--- src/rtl/mdu_pkg.sv ---
package mdu_pkg;

    // Register indices on the bus
    localparam int unsigned REG_A_LO  = 0;
    localparam int unsigned REG_A_HI  = 1;
    localparam int unsigned REG_B_LO  = 2;
    localparam int unsigned REG_B_HI  = 3;
    localparam int unsigned REG_C_LO  = 4;
    localparam int unsigned REG_C_HI  = 5;
    localparam int unsigned REG_CTRL  = 6;
    localparam int unsigned NUM_DATA  = 6;

    // Control bit positions
    localparam int unsigned CTRL_DIV_BIT   = 7;
    localparam int unsigned CTRL_MAC_BIT   = 6;
    localparam int unsigned CTRL_START_BIT = 0;

    typedef enum logic [1:0] {
        MODE_MUL = 2'd0,
        MODE_MAC = 2'd1,
        MODE_DIV = 2'd2
    } mdu_mode_e;

    function automatic mdu_mode_e ctrl_mode(input logic [7:0] c);
        if (c[CTRL_DIV_BIT])      return MODE_DIV;
        else if (c[CTRL_MAC_BIT]) return MODE_MAC;
        else                      return MODE_MUL;
    endfunction

endpackage

--- src/rtl/mdu_div_core.sv ---
module mdu_div_core #(
    parameter int OP_W  = 32,
    parameter int STEPS = 2
) (
    input  logic            clk,
    input  logic            rst,
    input  logic            start,
    input  logic [OP_W-1:0] dividend,
    input  logic [OP_W-1:0] divisor,
    output logic            busy,
    output logic            done,
    output logic [OP_W-1:0] quotient,
    output logic [OP_W-1:0] remainder
);
    localparam int CYCLES = OP_W / STEPS;
    localparam int CNT_W  = (CYCLES > 1) ? $clog2(CYCLES) : 1;
    localparam logic [CNT_W-1:0] LAST = CNT_W'(CYCLES - 1);

    logic             busy_q;
    logic [CNT_W-1:0] cnt_q;
    logic [OP_W-1:0]  rem_q;
    logic [OP_W-1:0]  quo_q;
    logic [OP_W-1:0]  dvs_q;

    // Combinational chain of restoring steps resolved in one clock
    logic [OP_W-1:0] rem_c [0:STEPS];
    logic [OP_W-1:0] quo_c [0:STEPS];

    assign rem_c[0] = rem_q;
    assign quo_c[0] = quo_q;

    for (genvar i = 0; i < STEPS; i++) begin : g_step
        logic [OP_W:0] shifted;
        logic          fits;
        always_comb begin
            shifted = {rem_c[i], quo_c[i][OP_W-1]};
            fits    = (shifted >= {1'b0, dvs_q});
        end
        logic [OP_W:0] diff;
        assign diff         = shifted - {1'b0, dvs_q};
        assign rem_c[i+1]   = fits ? diff[OP_W-1:0] : shifted[OP_W-1:0];
        assign quo_c[i+1]   = {quo_c[i][OP_W-2:0], fits};
    end

    always_ff @(posedge clk) begin
        if (rst) begin
            busy_q <= 1'b0;
            cnt_q  <= '0;
            rem_q  <= '0;
            quo_q  <= '0;
            dvs_q  <= '0;
        end else if (!busy_q) begin
            if (start) begin
                busy_q <= 1'b1;
                cnt_q  <= '0;
                rem_q  <= '0;
                quo_q  <= dividend;
                dvs_q  <= divisor;
            end
        end else begin
            rem_q <= rem_c[STEPS];
            quo_q <= quo_c[STEPS];
            cnt_q <= cnt_q + 1'b1;
            if (cnt_q == LAST) begin
                busy_q <= 1'b0;
            end
        end
    end

    assign busy      = busy_q;
    assign done      = busy_q && (cnt_q == LAST);
    assign quotient  = quo_c[STEPS];
    assign remainder = rem_c[STEPS];

endmodule

--- src/rtl/mdu_mul_path.sv ---
module mdu_mul_path #(
    parameter int HALF_W = 16
) (
    input  logic                clk,
    input  logic                rst,
    input  logic                trig,
    input  logic                mac_sel,
    input  logic [HALF_W-1:0]   a_lo,
    input  logic [HALF_W-1:0]   a_hi,
    input  logic [2*HALF_W-1:0] acc_cur,
    output logic                b_wr,
    output logic [2*HALF_W-1:0] prod,
    output logic                acc_wr,
    output logic [2*HALF_W-1:0] acc_next
);
    localparam int FULL_W = 2 * HALF_W;

    logic              pend_q;
    logic              pend_mac_q;
    logic              acc_v_q;
    logic [FULL_W-1:0] prod_q;

    // Operands already hold the written value one cycle after the trigger
    assign prod = {{HALF_W{1'b0}}, a_lo} * {{HALF_W{1'b0}}, a_hi};

    always_ff @(posedge clk) begin
        if (rst) begin
            pend_q     <= 1'b0;
            pend_mac_q <= 1'b0;
            acc_v_q    <= 1'b0;
            prod_q     <= '0;
        end else begin
            pend_q     <= trig;
            pend_mac_q <= trig && mac_sel;
            acc_v_q    <= pend_q && pend_mac_q;
            if (pend_q) begin
                prod_q <= prod;
            end
        end
    end

    assign b_wr     = pend_q;
    assign acc_wr   = acc_v_q;
    assign acc_next = acc_cur + prod_q;

endmodule

--- src/rtl/mdu_regs.sv ---
module mdu_regs
    import mdu_pkg::*;
#(
    parameter int HALF_W = 16,
    parameter int ADDR_W = 3
) (
    input  logic                clk,
    input  logic                rst,
    input  logic                wr_en,
    input  logic [ADDR_W-1:0]   addr,
    input  logic [HALF_W-1:0]   wdata,
    input  logic [HALF_W/8-1:0] byte_en,
    output logic [HALF_W-1:0]   rdata,
    input  logic                div_busy,
    input  logic                div_done,
    input  logic [2*HALF_W-1:0] quo_in,
    input  logic [2*HALF_W-1:0] rem_in,
    input  logic                b_wr,
    input  logic [2*HALF_W-1:0] prod_in,
    input  logic                acc_wr,
    input  logic [2*HALF_W-1:0] acc_in,
    output logic [HALF_W-1:0]   a_lo,
    output logic [HALF_W-1:0]   a_hi,
    output logic [HALF_W-1:0]   b_lo,
    output logic [HALF_W-1:0]   b_hi,
    output logic [HALF_W-1:0]   c_lo,
    output logic [HALF_W-1:0]   c_hi,
    output logic [7:0]          ctrl_q,
    output logic                mul_trig,
    output logic                mac_sel,
    output logic                div_start
);
    localparam int LANES = HALF_W / 8;

    logic [HALF_W-1:0] data_q [NUM_DATA];
    logic [6:0]        ctrl_hi_q;
    logic              bus_ok;
    logic              ctrl_hit;
    mdu_mode_e         mode;

    function automatic logic [HALF_W-1:0] merge_lanes(
        input logic [HALF_W-1:0] old_v,
        input logic [HALF_W-1:0] new_v,
        input logic [LANES-1:0]  be
    );
        logic [HALF_W-1:0] r;
        r = old_v;
        for (int l = 0; l < LANES; l++) begin
            if (be[l]) r[l*8 +: 8] = new_v[l*8 +: 8];
        end
        return r;
    endfunction

    assign ctrl_q   = {ctrl_hi_q, div_busy};
    assign mode     = ctrl_mode(ctrl_q);
    assign bus_ok   = wr_en && !div_busy;
    assign ctrl_hit = bus_ok && (addr == ADDR_W'(REG_CTRL)) && byte_en[0];

    assign mul_trig  = bus_ok && (addr == ADDR_W'(REG_A_HI)) && (|byte_en) && (mode != MODE_DIV);
    assign mac_sel   = (mode == MODE_MAC);
    assign div_start = ctrl_hit && wdata[CTRL_DIV_BIT] && wdata[CTRL_START_BIT];

    always_ff @(posedge clk) begin
        if (rst) begin
            for (int k = 0; k < NUM_DATA; k++) data_q[k] <= '0;
            ctrl_hi_q <= '0;
        end else begin
            for (int k = 0; k < NUM_DATA; k++) begin
                if (bus_ok && (addr == ADDR_W'(k))) begin
                    data_q[k] <= merge_lanes(data_q[k], wdata, byte_en);
                end
            end
            if (ctrl_hit) begin
                ctrl_hi_q <= wdata[7:1];
            end
            // Engine updates take priority over bus writes
            if (b_wr) begin
                data_q[REG_B_LO] <= prod_in[HALF_W-1:0];
                data_q[REG_B_HI] <= prod_in[2*HALF_W-1:HALF_W];
            end
            if (acc_wr) begin
                data_q[REG_C_LO] <= acc_in[HALF_W-1:0];
                data_q[REG_C_HI] <= acc_in[2*HALF_W-1:HALF_W];
            end
            if (div_done) begin
                data_q[REG_A_LO] <= quo_in[HALF_W-1:0];
                data_q[REG_A_HI] <= quo_in[2*HALF_W-1:HALF_W];
                data_q[REG_C_LO] <= rem_in[HALF_W-1:0];
                data_q[REG_C_HI] <= rem_in[2*HALF_W-1:HALF_W];
            end
        end
    end

    always_comb begin
        rdata = '0;
        if (addr == ADDR_W'(REG_CTRL)) begin
            rdata = {{(HALF_W-8){1'b0}}, ctrl_q};
        end else begin
            for (int k = 0; k < NUM_DATA; k++) begin
                if (addr == ADDR_W'(k)) rdata = data_q[k];
            end
        end
    end

    assign a_lo = data_q[REG_A_LO];
    assign a_hi = data_q[REG_A_HI];
    assign b_lo = data_q[REG_B_LO];
    assign b_hi = data_q[REG_B_HI];
    assign c_lo = data_q[REG_C_LO];
    assign c_hi = data_q[REG_C_HI];

endmodule

--- src/rtl/mdu_top.sv ---
module mdu_top
    import mdu_pkg::*;
#(
    parameter int HALF_W    = 16,
    parameter int DIV_STEPS = 2,
    parameter int ADDR_W    = 3
) (
    input  logic                clk,
    input  logic                rst,
    input  logic                wr_en,
    input  logic [ADDR_W-1:0]   addr,
    input  logic [HALF_W-1:0]   wdata,
    input  logic [HALF_W/8-1:0] byte_en,
    output logic [HALF_W-1:0]   rdata,
    output logic                irq
);
    localparam int FULL_W     = 2 * HALF_W;
    localparam int DIV_CYCLES = FULL_W / DIV_STEPS;

    logic [HALF_W-1:0] a_lo, a_hi, b_lo, b_hi, c_lo, c_hi;
    logic [7:0]        ctrl_q;
    logic              mul_trig, mac_sel, div_start;
    logic              div_busy, div_done;
    logic [FULL_W-1:0] quo, rem;
    logic              b_wr, acc_wr;
    logic [FULL_W-1:0] prod, acc_next;
    logic              irq_q;

    mdu_regs #(.HALF_W(HALF_W), .ADDR_W(ADDR_W)) u_regs (
        .clk       (clk),
        .rst       (rst),
        .wr_en     (wr_en),
        .addr      (addr),
        .wdata     (wdata),
        .byte_en   (byte_en),
        .rdata     (rdata),
        .div_busy  (div_busy),
        .div_done  (div_done),
        .quo_in    (quo),
        .rem_in    (rem),
        .b_wr      (b_wr),
        .prod_in   (prod),
        .acc_wr    (acc_wr),
        .acc_in    (acc_next),
        .a_lo      (a_lo),
        .a_hi      (a_hi),
        .b_lo      (b_lo),
        .b_hi      (b_hi),
        .c_lo      (c_lo),
        .c_hi      (c_hi),
        .ctrl_q    (ctrl_q),
        .mul_trig  (mul_trig),
        .mac_sel   (mac_sel),
        .div_start (div_start)
    );

    mdu_mul_path #(.HALF_W(HALF_W)) u_mul (
        .clk      (clk),
        .rst      (rst),
        .trig     (mul_trig),
        .mac_sel  (mac_sel),
        .a_lo     (a_lo),
        .a_hi     (a_hi),
        .acc_cur  ({c_hi, c_lo}),
        .b_wr     (b_wr),
        .prod     (prod),
        .acc_wr   (acc_wr),
        .acc_next (acc_next)
    );

    mdu_div_core #(.OP_W(FULL_W), .STEPS(DIV_STEPS)) u_div (
        .clk       (clk),
        .rst       (rst),
        .start     (div_start),
        .dividend  ({a_hi, a_lo}),
        .divisor   ({b_hi, b_lo}),
        .busy      (div_busy),
        .done      (div_done),
        .quotient  (quo),
        .remainder (rem)
    );

    always_ff @(posedge clk) begin
        if (rst) irq_q <= 1'b0;
        else     irq_q <= div_done && ctrl_q[CTRL_DIV_BIT] && !ctrl_q[CTRL_MAC_BIT];
    end

    assign irq = irq_q;

endmodule

--- config.mk ---
export PLATFORM = sky130hd
export DESIGN_NAME = mdu_top
export DESIGN_NICKNAME = d
export VERILOG_FILES = /design/src/rtl/mdu_pkg.sv /design/src/rtl/mdu_div_core.sv /design/src/rtl/mdu_mul_path.sv /design/src/rtl/mdu_regs.sv /design/src/rtl/mdu_top.sv
export SDC_FILE = /design/constraint.sdc
export NUM_CORES = 1
export LEC_CHECK = 0
export BUFFER_PORTS_ARGS = -buffer_cell sky130_fd_sc_hd__buf_2
export CORE_MARGIN = 1.5
export CORE_UTILIZATION = 45
export DETAILED_ROUTE_END_ITERATION = 8
export GPL_ROUTABILITY_DRIVEN = 0
export GPL_TIMING_DRIVEN = 0
export PLACE_DENSITY = 0.6
export SLEW_MARGIN = 15
export SYNTH_ARGS = -nofsm -noshare
export SYNTH_HDL_FRONTEND = slang
export SYNTH_SLANG_ARGS = --single-unit
--- constraint.sdc ---
create_clock -name clk -period 5.9 [get_ports clk]
set_input_delay 0 -clock clk [delete_from_list [all_inputs] [get_ports clk]]
set_output_delay 0 -clock clk [all_outputs]
set_load 0.05 [all_outputs]
==> impl_metrics.py <==
metrics = {
    "run_status": {
        "outcome": "finished with violations",
        "violations": "negative setup slack",
    },
    "hold_path": {
        "worstHoldEndpoint": "u_regs.data_q[0][50]",
        "min_from": "addr[1]",
        "hold_class": "in -> reg",
        "whs_path_depth": 4,
    },
    "worst_setup_path": {
        "crit_family": "adder cells",
        "r2r-end": "u_regs.data_q[0][62]",
        "cpPeakStageDelay_ns": 0.51,
        "end_kind": "flop",
        "slowest_stage": "fa_1",
        "r2r_setup_slack_ns": -0.61,
        "path_class": "reg -> reg",
        "reg2reg_depth": 24,
        "crit_top_cell": "fa_1",
        "crit_required_ns": 6.22,
        "crit_chain": "buf_6 -> buf_6 -> and2_4 -> fa_1 -> inv_1 -> fa_1 -> inv_1 -> fa_1 -> fa_1 -> fa_1 -> inv_1 -> fa_1 -> inv_2 -> ha_4 -> a21oi_4 -> o21bai_1 -> a21oi_2 -> o31a_1 -> a31oi_4 -> o41a_1 -> a41oi_2 -> xor2_1 -> nor2_1 -> a21o_1",
        "cp_data_arrival_time_ns": 6.83,
        "crit_buf_inv": 6,
        "cp_max_fo": 3,
        "critPathLaunchType": "flop",
        "r2r_start": "u_regs.data_q[0][9]",
    },
    "clocking": {
        "clkTransAtPathRegs_ns": 0.06,
        "clkSinkCount": 240,
        "clock-root-buffer": "clkbuf_16",
        "htreeDepth": 1,
        "cts_buffers": 27,
        "tritoncts": "done",
        "cts_max_path_buffers": 3,
        "clock_latency_ns": 0.57,
    },
    "synth": {
        "syn_avg_cell_area_um2": 8.73,
        "synth_edf_count": 96,
        "ys_seq_area_share_pct": 23.8,
        "yosysWarningCount": 0,
        "async_flop_share_pct": 0,
        "ys.flop_type": "dfxtp_1",
        "ys_ff_latch": 240,
        "netlist_area_um2": 24300,
        "synth_cell_types": 90,
        "syn_nets": 3202,
        "synth_cells": 2781,
    },
    "place": {
        "hpwl_um": 68400,
        "pre_cts_ws_ns": -1.32,
        "port_buffers": 37,
        "dpl-instance-area_um2": 25500,
    },
    "power": {
        "p_int_uw": 8350,
        "switching_share_pct": 49.0,
        "p_switching_uw": 8020,
        "ir_worst_vdd_v": 0.000924,
        "pwr-share-comb_pct": 78.0,
        "seqPwrFrac_pct": 11.5,
        "power.share.clock_pct": 10.4,
        "leakage_uw": 0.0128,
        "power_density_nw_per_um2": 560,
    },
    "timing": {
        "worst_slack_ns": -0.609,
        "fin_crit_ns": 6.51,
        "hold_slack_ns": 0.103,
        "max_freq_ghz": 0.154,
        "slew_headroom_pct": 21.9,
        "hold_violations": 0,
        "report.final.slew_viol_count": 0,
        "min_period_over_period_pct": 110,
        "rsz0062_at_grt": "yes",
        "worst_slew_pin_slew_ns": 1.16,
        "fin_worst_skew_ns": 0.0295,
        "setup_viol": 24,
    },
    "drt": {
        "routedWlPerCell_um": 24.9,
        "ant_nets": 0,
        "post-route-drc-count": 0,
        "wl_um": 91700,
        "drt_iter0_markers": 2877,
        "vias": 22700,
        "first_pass_iters": 9,
        "vias_per_cell": 6.15,
    },
    "grt": {
        "grt_pass1_vias": 21800,
        "antenna_found_initial": 5,
        "grt_pass1_wl_um": 135000,
        "gr-usage-all-layers_pct": 32.3,
        "grt_overflow": 0,
        "grt_max_degree": 15,
    },
    "cells_and_area": {
        "syn2layout_area_growth_pct": 20.4,
        "layout_common_cells": "413 x nand2_1, 265 x inv_1, 188 x fa_1",
        "nets": 3394,
        "drive_gt1_share_pct": 17.2,
        "final_util_pct": 55.1,
        "fillCellCount": 4856,
        "final_area_um2": 29200,
        "mostFrequentLayoutCell": "nand2_1",
    },
    "floorplan": {
        "die_w_um": 235,
        "start_util_pct": 45.8,
        "fp.dieArea_um2": 55300,
        "rows": 84,
        "die_h_um": 235,
        "coreArea_um2": 53000,
        "num_io_pins": 41,
    },
    "job": {
        "cap_viol_max_count": 0,
    },
}
metrics by stage:
stage | total power [uW] | TNS (ns) | cells
after detailed placement | 10400 | -79.92 | 3508
after CTS | 14200 | -7.03 | 3660
after global routing | 17300 | -13.99 | 3683
final | 16400 | -8.02 | 3687
after floorplan | 7960 | 0 | 2781
after global placement | 10300 | -73.07 | 3506
power groups by stage:
stage | registers [uW] | logic [uW] | clock network [uW]
global placement | 1940 | 8380 | 0
detailed placement | 1940 | 8440 | 0
finish | 1890 | 12800 | 1710
global route | 1880 | 13600 | 1760
CTS | 1880 | 10700 | 1700
floorplan | 1860 | 6100 | 0
worst register-to-register path, cell delays in order (launching register included):
cell and delay [ns]:
edfxtp_1 0.45, buf_6 0.18, buf_6 0.13, and2_4 0.13, fa_1 0.47, inv_1 0.05, fa_1 0.47, inv_1 0.05
fa_1 0.49, fa_1 0.43, fa_1 0.49, inv_1 0.05, fa_1 0.51, inv_2 0.06, ha_4 0.26, a21oi_4 0.16
o21bai_1 0.09, a21oi_2 0.16, o31a_1 0.27, a31oi_4 0.16, o41a_1 0.45, a41oi_2 0.23, xor2_1 0.24, nor2_1 0.09
a21o_1 0.18
state kept, by name, indices dropped and copies added, names as in the netlist:
signal	flops
u_div.dvs_q	32
u_regs.data_q	96
u_mul.acc_wr	1
u_div.quo_q	32
u_div.cnt_q	4
u_regs.ctrl_hi_q	7
u_div.busy	1
irq	1
u_mul.pend_mac_q	1
u_div.rem_q	32
u_mul.prod_q	32
u_mul.b_wr	1
worst max path at each step:
stage	start	to	slack, ns	cells after the start
final	u_regs.data_q[0][9]	u_regs.data_q[0][62]	-0.61	24
after CTS	u_regs.data_q[0][9]	u_regs.data_q[0][62]	-0.51	24
after global placement	u_regs.data_q[0][22]	u_regs.data_q[0][62]	-1.19	22
after detailed placement	u_regs.data_q[0][22]	u_regs.data_q[0][62]	-1.32	22
after floorplan	u_regs.data_q[0][17]	u_regs.data_q[0][62]	0.0002	23
after global routing	u_regs.data_q[0][20]	u_regs.data_q[0][61]	-0.78	25
repair_timing:
action / in CTS / in global routing
pin swaps: 53 / 89
endpoints found under the setup margin: 109 / 103
gates resized for setup: 246 / 165
gates cloned: 2 / 3
setup buffers: 91 / 29
hold endpoints to repair: 33 / 0
hold buffers: 16 / 0
area by class of cell:
class,count,area [um^2],area share (%)
flip-flops and latches,240,5770,19.8
diodes,5,12.5,0.0428
multi-input cells,2099,18100,62.1
plain buffers,142,1010,3.46
well taps,688,861,2.95
inverters,284,1070,3.68
repair buffers,179,1460,5.01
clock inverters,13,98.8,0.338
clock buffers,37,776,2.66
logic make-up after synthesis:
group | after synthesis | synth area share (%)
AO/OA/AOI/OAI | 711 | 19.4
XOR/XNOR | 109 | 3.93
adder cells (fa/ha/maj) | 397 | 26.6
buffers and inverters | 442 | 7.02
flip-flops | 240 | 23.8
multiplexers | 77 | 3.89
AND/OR/NAND/NOR | 805 | 15.5
metal layers:
metal | global-route usage, % | vias up | wire (um)
met5 | 0 | - | 27
met1 | 45.5 | 11100 | 37900
met3 | 8.86 | 247 | 11700
met2 | 47.9 | 1317 | 38300
met4 | 10.2 | 4 | 3770
li1 | - | 9958 | -
synth_stat cells (24+ instances only):
master,number,area (um^2)
nand2b_1,24,150
dfxtp_1,144,2880
nand3_1,27,135
clkbuf_1,126,473
and2_1,132,826
xnor2_1,63,552
a21o_1,81,608
ha_1,200,2500
fa_1,197,3940
a21oi_1,191,956
o21ai_0,149,746
nor2_1,96,360
mux2i_1,56,561
inv_1,283,1060
a22o_1,55,482
nand2_1,420,1580
a22oi_1,46,345
xor2_1,46,403
edfxtp_1,96,2880
(Power assumes the default switching activity.)
